$ cat config.mk
export PLATFORM = sky130hd
export DESIGN_NAME = uart_rx_buffered
export DESIGN_NICKNAME = d
export VERILOG_FILES = /design/src/rtl/uart_rx_pkg.sv /design/src/rtl/rx_phase_tick.sv /design/src/rtl/rx_line_sync.sv /design/src/rtl/rx_deframer.sv /design/src/rtl/rx_char_queue.sv /design/src/rtl/uart_rx_buffered.sv
export SDC_FILE = /design/constraint.sdc
export NUM_CORES = 1
export LEC_CHECK = 0
export CAP_MARGIN = 20
export CORE_UTILIZATION = 35
export DETAILED_ROUTE_END_ITERATION = 16
export MAX_ROUTING_LAYER = met4
export PLACE_DENSITY = 0.51
export REMOVE_ABC_BUFFERS = 1
export SLEW_MARGIN = 15
export SYNTH_ARGS = -nofsm -noshare
export SYNTH_HDL_FRONTEND = slang
export SYNTH_SLANG_ARGS = --single-unit
$ cat constraint.sdc
create_clock -name clk -period 3.2 [get_ports clk]
set_clock_uncertainty 0.2 [all_clocks]
set_input_delay 0.96 -clock clk [delete_from_list [all_inputs] [get_ports clk]]
set_output_delay 0.96 -clock clk [all_outputs]
set_load 0.01 [all_outputs]
$ cat src/rtl/uart_rx_pkg.sv
package uart_rx_pkg;
  typedef enum logic [2:0] {
    RX_IDLE,
    RX_START,
    RX_DATA,
    RX_STOP,
    RX_BREAK
  } rx_state_t;

  localparam int PHASE_MAX_W = 32;

  // Phase accumulator step; the top bit of the result is the carry.
  function automatic logic [PHASE_MAX_W:0] phase_step(
      input logic [PHASE_MAX_W-1:0] acc,
      input logic [PHASE_MAX_W-1:0] inc);
    return {1'b0, acc} + {1'b0, inc};
  endfunction

  // Circular pointer advance over a queue of given depth.
  function automatic int unsigned ptr_advance(input int unsigned ptr,
                                              input int unsigned depth);
    return (ptr + 1 == depth) ? 0 : ptr + 1;
  endfunction
endpackage

$ cat src/rtl/rx_phase_tick.sv
module rx_phase_tick #(
  parameter int ACC_W = 16
) (
  input  logic             clk,
  input  logic             rst_n,
  input  logic [ACC_W-1:0] inc,
  output logic             tick
);
  import uart_rx_pkg::*;

  logic [ACC_W-1:0]     acc;
  logic [PHASE_MAX_W:0] sum;

  always_comb begin
    sum = phase_step(PHASE_MAX_W'(acc), PHASE_MAX_W'(inc));
  end

  always_ff @(posedge clk or negedge rst_n) begin
    if (!rst_n) begin
      acc  <= '0;
      tick <= 1'b0;
    end else begin
      acc  <= sum[ACC_W-1:0];
      tick <= sum[ACC_W];
    end
  end
endmodule

$ cat src/rtl/rx_line_sync.sv
module rx_line_sync #(
  parameter int STAGES = 2
) (
  input  logic clk,
  input  logic rst_n,
  input  logic din,
  output logic dout
);
  logic [STAGES-1:0] chain;

  always_ff @(posedge clk or negedge rst_n) begin
    if (!rst_n) chain <= '1;
    else        chain <= {chain[STAGES-2:0], din};
  end

  assign dout = chain[STAGES-1];
endmodule

$ cat src/rtl/rx_deframer.sv
module rx_deframer #(
  parameter int OVS    = 16,
  parameter int DATA_W = 8
) (
  input  logic              clk,
  input  logic              rst_n,
  input  logic              tick,
  input  logic              line,
  output logic              char_ok,
  output logic              char_bad,
  output logic [DATA_W-1:0] char_data
);
  import uart_rx_pkg::*;

  localparam int CNT_W = $clog2(OVS);
  localparam int BIT_W = $clog2(DATA_W);
  localparam logic [CNT_W-1:0] MID_CNT  = CNT_W'(OVS / 2 - 1);
  localparam logic [CNT_W-1:0] LAST_CNT = CNT_W'(OVS - 1);
  localparam logic [BIT_W-1:0] LAST_BIT = BIT_W'(DATA_W - 1);

  rx_state_t         state;
  logic [CNT_W-1:0]  sub_cnt;
  logic [BIT_W-1:0]  bit_idx;
  logic [DATA_W-1:0] shreg;

  always_ff @(posedge clk or negedge rst_n) begin
    if (!rst_n) begin
      state    <= RX_IDLE;
      sub_cnt  <= '0;
      bit_idx  <= '0;
      shreg    <= '0;
      char_ok  <= 1'b0;
      char_bad <= 1'b0;
    end else begin
      char_ok  <= 1'b0;
      char_bad <= 1'b0;
      unique case (state)
        RX_IDLE: begin
          if (!line) begin
            state   <= RX_START;
            sub_cnt <= '0;
          end
        end
        RX_START: begin
          if (tick) begin
            if (sub_cnt == MID_CNT) begin
              sub_cnt <= '0;
              bit_idx <= '0;
              state   <= line ? RX_IDLE : RX_DATA;
            end else begin
              sub_cnt <= sub_cnt + 1'b1;
            end
          end
        end
        RX_DATA: begin
          if (tick) begin
            if (sub_cnt == LAST_CNT) begin
              sub_cnt <= '0;
              shreg   <= {line, shreg[DATA_W-1:1]};
              if (bit_idx == LAST_BIT) state <= RX_STOP;
              else bit_idx <= bit_idx + 1'b1;
            end else begin
              sub_cnt <= sub_cnt + 1'b1;
            end
          end
        end
        RX_STOP: begin
          if (tick) begin
            if (sub_cnt == LAST_CNT) begin
              sub_cnt <= '0;
              if (line) begin
                char_ok <= 1'b1;
                state   <= RX_IDLE;
              end else begin
                char_bad <= 1'b1;
                state    <= RX_BREAK;
              end
            end else begin
              sub_cnt <= sub_cnt + 1'b1;
            end
          end
        end
        RX_BREAK: begin
          if (line) state <= RX_IDLE;
        end
        default: state <= RX_IDLE;
      endcase
    end
  end

  assign char_data = shreg;
endmodule

$ cat src/rtl/rx_char_queue.sv
module rx_char_queue #(
  parameter int DEPTH  = 16,
  parameter int DATA_W = 8
) (
  input  logic                     clk,
  input  logic                     rst_n,
  input  logic                     push,
  input  logic [DATA_W-1:0]        push_data,
  input  logic                     pop,
  output logic [DATA_W-1:0]        head,
  output logic                     full,
  output logic                     empty,
  output logic [$clog2(DEPTH):0]   count
);
  import uart_rx_pkg::*;

  localparam int AW = $clog2(DEPTH);
  localparam logic [AW:0] DEPTH_C = (AW+1)'(DEPTH);

  logic [DATA_W-1:0] mem [DEPTH];
  logic [AW-1:0]     wr_ptr, rd_ptr;
  logic              do_wr, do_rd;

  assign full  = (count == DEPTH_C);
  assign empty = (count == '0);
  assign do_rd = pop && !empty;
  assign do_wr = push && (!full || do_rd);
  assign head  = mem[rd_ptr];

  always_ff @(posedge clk) begin
    if (do_wr) mem[wr_ptr] <= push_data;
  end

  always_ff @(posedge clk or negedge rst_n) begin
    if (!rst_n) begin
      wr_ptr <= '0;
      rd_ptr <= '0;
      count  <= '0;
    end else begin
      if (do_wr) wr_ptr <= AW'(ptr_advance(32'(wr_ptr), DEPTH));
      if (do_rd) rd_ptr <= AW'(ptr_advance(32'(rd_ptr), DEPTH));
      case ({do_wr, do_rd})
        2'b10:   count <= count + 1'b1;
        2'b01:   count <= count - 1'b1;
        default: count <= count;
      endcase
    end
  end
endmodule

$ cat src/rtl/uart_rx_buffered.sv
module uart_rx_buffered #(
  parameter int ACC_W  = 16,
  parameter int OVS    = 16,
  parameter int DEPTH  = 16,
  parameter int DATA_W = 8
) (
  input  logic              clk,
  input  logic              rst_n,
  input  logic              rxd,
  input  logic [ACC_W-1:0]  baud_inc,
  input  logic              rd_en,
  input  logic              flag_clr,
  output logic [DATA_W-1:0] rd_data,
  output logic              rd_valid,
  output logic              ovr_flag,
  output logic              frm_err
);
  localparam int CW = $clog2(DEPTH) + 1;

  logic              tick;
  logic              rx_s;
  logic              push;
  logic              frame_bad;
  logic [DATA_W-1:0] char_data;
  logic              fifo_full;
  logic              fifo_empty;
  logic [CW-1:0]     fifo_count;
  logic              pop;
  logic              drop;

  rx_phase_tick #(.ACC_W(ACC_W)) u_tick (
    .clk(clk), .rst_n(rst_n), .inc(baud_inc), .tick(tick));

  rx_line_sync #(.STAGES(2)) u_sync (
    .clk(clk), .rst_n(rst_n), .din(rxd), .dout(rx_s));

  rx_deframer #(.OVS(OVS), .DATA_W(DATA_W)) u_deframe (
    .clk(clk), .rst_n(rst_n), .tick(tick), .line(rx_s),
    .char_ok(push), .char_bad(frame_bad), .char_data(char_data));

  rx_char_queue #(.DEPTH(DEPTH), .DATA_W(DATA_W)) u_queue (
    .clk(clk), .rst_n(rst_n), .push(push), .push_data(char_data),
    .pop(pop), .head(rd_data), .full(fifo_full), .empty(fifo_empty),
    .count(fifo_count));

  assign pop      = rd_en;
  assign rd_valid = !fifo_empty;
  assign drop     = push && fifo_full && !(rd_en && rd_valid);

  always_ff @(posedge clk or negedge rst_n) begin
    if (!rst_n) begin
      ovr_flag <= 1'b0;
      frm_err  <= 1'b0;
    end else begin
      if (drop)           ovr_flag <= 1'b1;
      else if (flag_clr)  ovr_flag <= 1'b0;
      if (frame_bad)      frm_err  <= 1'b1;
      else if (flag_clr)  frm_err  <= 1'b0;
    end
  end
endmodule

==> impl.org <==
** CTS
- Sinks on Clock Net :: roughly 180
- Clock tree synthesis inserted a total of 17 buffers.
- The root buffer cell chosen for the clock tree is sky130_fd_sc_hd__clkbuf_16.
- Clock-pin slew on the worst setup and hold paths :: around 0.080 ns
- Hold-fix buffers, CTS :: 0
- For the worst-skew pair, the clock arrives at the later sink with an insertion delay of between 0.4 and 0.5 ns.
- TritonCTS built the clock tree.
- In this run the deepest clock path goes through 2 buffers.
- The clock tree synthesis step divided the H-tree into 4 levels.

** Logic synthesis
- Mapped cell area :: slightly above 0.008 mm²
- Yosys Warn Count :: 0
- Synthesis inferred 182 register bits.
- Most common flop cell mapped by yosys :: sky130_fd_sc_hd__edfxtp_1
- Yosys mapped a number of flops with a built-in enable equal to ~130.
- After synthesis, the share of flip-flops with an asynchronous set or reset is 0.297.
- Sequential-to-total area share from yosys stat :: 0.645
- Gate count after technology mapping :: 500
- Unique masters post-synth :: 58
- A synthesized cell averages approximately 16 µm².

** Setup path
- In this run the register-to-register setup slack is about 0.48 ns.
- The slowest stage of the critical path belongs to the cell sky130_fd_sc_hd__mux4_2.
- In this design, the stage delay of the slowest critical-path cell is between 0.4 and 0.5 ns.
- Endpoint of the lowest-slack register-to-register path :: u_queue.count[4]$_DFFE_PN0P_
- Buffers plus inverters on the worst setup path :: 4
- Grouping stages by cell kind, the critical path spends the most delay in multiplexers.
- CP cell instances :: buf_12 -> buf_16 -> buf_12 -> mux4_2 -> mux4_2 -> buf_6
- The worst setup path is launched from a flop.
- The worst setup path is of the flop to primary output kind.
- STA puts the critical path data arrival time at around 2.3 ns.
- The worst setup path is captured at a primary output.
- Reg2Reg Depth :: 10
- Data on the critical path is required at its endpoint by 2.04 ns.
- In this run the worst path has a maximum fanout of 5.
- Reg-to-Reg Start :: u_queue.count[0]$_DFFE_PN0P_

** Routing
- After detailed routing, the average wire length per cell comes to ~19 µm.
- Wirelength, routed :: 17,000 µm
- Detailed-routing iteration count for the pre-antenna-repair pass :: 5
- The count of nets left with antenna violations once routing finished came out at 0.
- Number of vias per cell after detailed routing :: roughly 5.2
- Detailed routing inserted a total of about 4,500 vias.
- Starting DRT DRC Count :: between 200 and 300
- Drt drc :: 0

** Power
- The worst-case IR drop observed on VDD is between 0.3 and 0.4 mV.
- Dividing total power by cell area gives a power density of 767 mW/mm².
- Leakage :: around 3.7 nW

** STA
- The final number of hold-violating endpoints is 0.
- Static timing analysis puts the maximum clock frequency at around 290 MHz.
- Final period util :: 1.09
- Setup repair after global routing could not meet its margin everywhere.
- Worst rel slew slack :: 0.592
- Number of failing setup endpoints in the final timing report :: 8
- The smallest clock period supported by the final layout is computed as ~3.5 ns.
- The max-slew violation total from the final report was 0.
- Minimum setup slack in the final design :: -0.284 ns
- For the pin with the worst max-slew slack, the measured transition is between 0.6 and 0.7 ns.
- Across all hold checks on the routed design, the worst slack comes to around 0.16 ns.

** Placement
- Quantity of I/O buffers inserted on ports :: 31
- OpenSTA, run right after detailed placement, puts the worst setup slack at -0.214 ns.
- HPWL reported at the end of detailed placement :: 11,100 µm
- Once placement completed, the tool counted placed cells totaling between 800 and 900.
- At the end of routability-driven placement, the weighted congestion stood at 0.836.

** Finish
- Top library cells by usage in the layout, fill and taps aside :: sky130_fd_sc_hd__edfxtp_1, sky130_fd_sc_hd__dfrtp_1, sky130_fd_sc_hd__mux4_2, sky130_fd_sc_hd__buf_4, sky130_fd_sc_hd__ha_1
- Leaving out fill and tap cells, the most frequent cell in the layout is sky130_fd_sc_hd__edfxtp_1.
- Of the cells placed in the final design, the portion with a size suffix greater than 1 is 0.259.
- Measured on the finished design, the core utilization comes to 0.434.
- Post-layout instance count excluding filler cells :: between 800 and 900
- Number of fill cells in the layout :: around 2,000
- Net count, final :: 626
- The area growth from synthesis to layout is 22.1%.

** Die
- Effective utilization at floorplan :: 0.356
- Total I/O pin count :: 32
- Die area :: 0.0236 mm²
- Die Y :: approximately 150 µm
- Placement row count :: 55
- Core area :: 0.0226 mm²
- Die Span X :: about 150 µm

** GRT
- The initial antenna violation count was 1.
- Largest net degree at the start of global routing :: 35
- Remaining global-route overflow :: 0
- In the global route stage, overall resource usage came out at 0.159.
- Number of global-route vias before repair :: between 4,000 and 5,000
- The first global-routing pass estimated approximately 27,000 µm of wire.

** Worst hold path
- The worst hold path begins at u_sync.chain[0]$_DFF_PN1_.
- The tightest min-delay check is of the flop to flop type.
- End point of the most critical hold path :: u_sync.chain[1]$_DFF_PN1_
- Cell count of the worst hold path :: 0

** Run
- The tool flagged a number of max-cap violations equal to 0.

** Run status
- Result of the run :: finished with violations
- Violated checks :: negative setup slack
==> state kept, by name, indices dropped and copies added (netlist names) <==
name / count
frm_err: 1
ovr_flag: 1
u_deframe.bit_idx: 3
u_deframe.char_bad: 1
u_deframe.char_data: 8
u_deframe.char_ok: 1
u_deframe.state: 3
u_deframe.sub_cnt: 4
u_queue.count: 5
u_queue.mem: 128
u_queue.rd_ptr: 4
u_queue.wr_ptr: 4
u_sync.chain: 2
u_tick.acc: 16
u_tick.tick: 1
==> where the power goes <==
group	leakage [nW]	switching, mW	total [mW]	internal, mW
sequential	1.87	0.248	2.97	2.72
combinational	1.52	1.14	2.46	1.32
clock	0.287	0.999	2.11	1.11
==> cells in the mapped netlist (5+ instances only) <==
library cell               instances  share of area
sky130_fd_sc_hd__nand4_1           5         0.0039
sky130_fd_sc_hd__nor2_1            9         0.0042
sky130_fd_sc_hd__mux4_2           40           0.11
sky130_fd_sc_hd__a31oi_1          10         0.0078
sky130_fd_sc_hd__o21ai_0          17          0.011
sky130_fd_sc_hd__nand3_1           8         0.0050
sky130_fd_sc_hd__ha_1             26          0.040
sky130_fd_sc_hd__and2_1            5         0.0039
sky130_fd_sc_hd__nor2b_1           8         0.0062
sky130_fd_sc_hd__and3_1           12         0.0093
sky130_fd_sc_hd__nand2_1          23          0.011
sky130_fd_sc_hd__a21o_1            7         0.0065
sky130_fd_sc_hd__xnor2_1          15          0.016
sky130_fd_sc_hd__a21oi_1          19          0.012
sky130_fd_sc_hd__xor2_1            8         0.0087
sky130_fd_sc_hd__inv_1            13         0.0061
sky130_fd_sc_hd__mux2_2            9          0.013
sky130_fd_sc_hd__buf_6             6         0.0084
sky130_fd_sc_hd__clkbuf_1         10         0.0047
sky130_fd_sc_hd__edfxtp_1        128           0.48
sky130_fd_sc_hd__nor3_1            6         0.0037
sky130_fd_sc_hd__dfrtp_1          52           0.16
==> logic make-up after synthesis <==
logic type / Yosys count / share of synthesized area
AND/OR/NAND/NOR: 98 / 0.0691
multiplexers: 53 / 0.129
AO/OA/AOI/OAI: 79 / 0.0635
adder cells (fa/ha/maj): 27 / 0.0429
buffers and inverters: 38 / 0.0252
flip-flops: 182 / 0.645
XOR/XNOR: 23 / 0.0250
==> how the worst max path moves through the flow <==
stage                                       start                  endpoint  slack [ns]  depth (start not counted)
finish              u_queue.rd_ptr[0]$_DFFE_PN0N_                rd_data[0]       -0.28                          6
global route        u_queue.rd_ptr[0]$_DFFE_PN0N_                rd_data[0]       -0.34                          6
CTS                 u_queue.rd_ptr[0]$_DFFE_PN0N_                rd_data[0]       -0.30                          6
detailed placement                    baud_inc[1]  u_tick.acc[15]$_DFF_PN0_       -0.21                          8
global placement                      baud_inc[0]  u_tick.acc[14]$_DFF_PN0_       -0.17                          8
floorplan           u_queue.rd_ptr[0]$_DFFE_PN0N_                rd_data[0]       -0.54                          2
==> final cells by class <==
cell class                      instances  area (µm²)  share of cell area
Clock buffer                           18         429              0.0436
Inverter                               13        48.8             0.00496
Tap cell                              285         357              0.0363
Antenna cell                            1        2.50            0.000254
Multi-Input combinational cell        280        2660               0.270
Timing Repair Buffer                   84         977              0.0994
Sequential cell                       182        5200               0.529
Clock inverter                         14         164              0.0167
==> per-layer routing <==
| layer | part of all wire | track usage | vias to the layer above |
|---|---|---|---|
| met5 | 0 | - | - |
| met4 | 0.011 | 0.0529 | 0 |
| met3 | 0.033 | 0.0330 | 17 |
| met2 | 0.52 | 0.269 | 88 |
| met1 | 0.44 | 0.191 | 2314 |
| li1 | - | - | 2122 |
==> what timing repair did <==
item                                    in CTS  in global routing
cloned                                       2                  0
endpoints found under the setup margin       8                  9
setup buffers                                5                  0
gates resized for setup                     43                  1
==> through the flow <==
stage | total power [mW] | instance area [µm²] | setup TNS [ns]
after CTS | 7.62 | 9830 | -2.06
final | 7.54 | 9840 | -1.95
after detailed placement | 5.30 | 9110 | -2.19
after global routing | 7.97 | 9840 | -2.42
after global placement | 5.24 | 9110 | -1.73
after floorplan | 4.50 | 7900 | -4.34
Note: power is estimated with default switching activity, not from simulation.
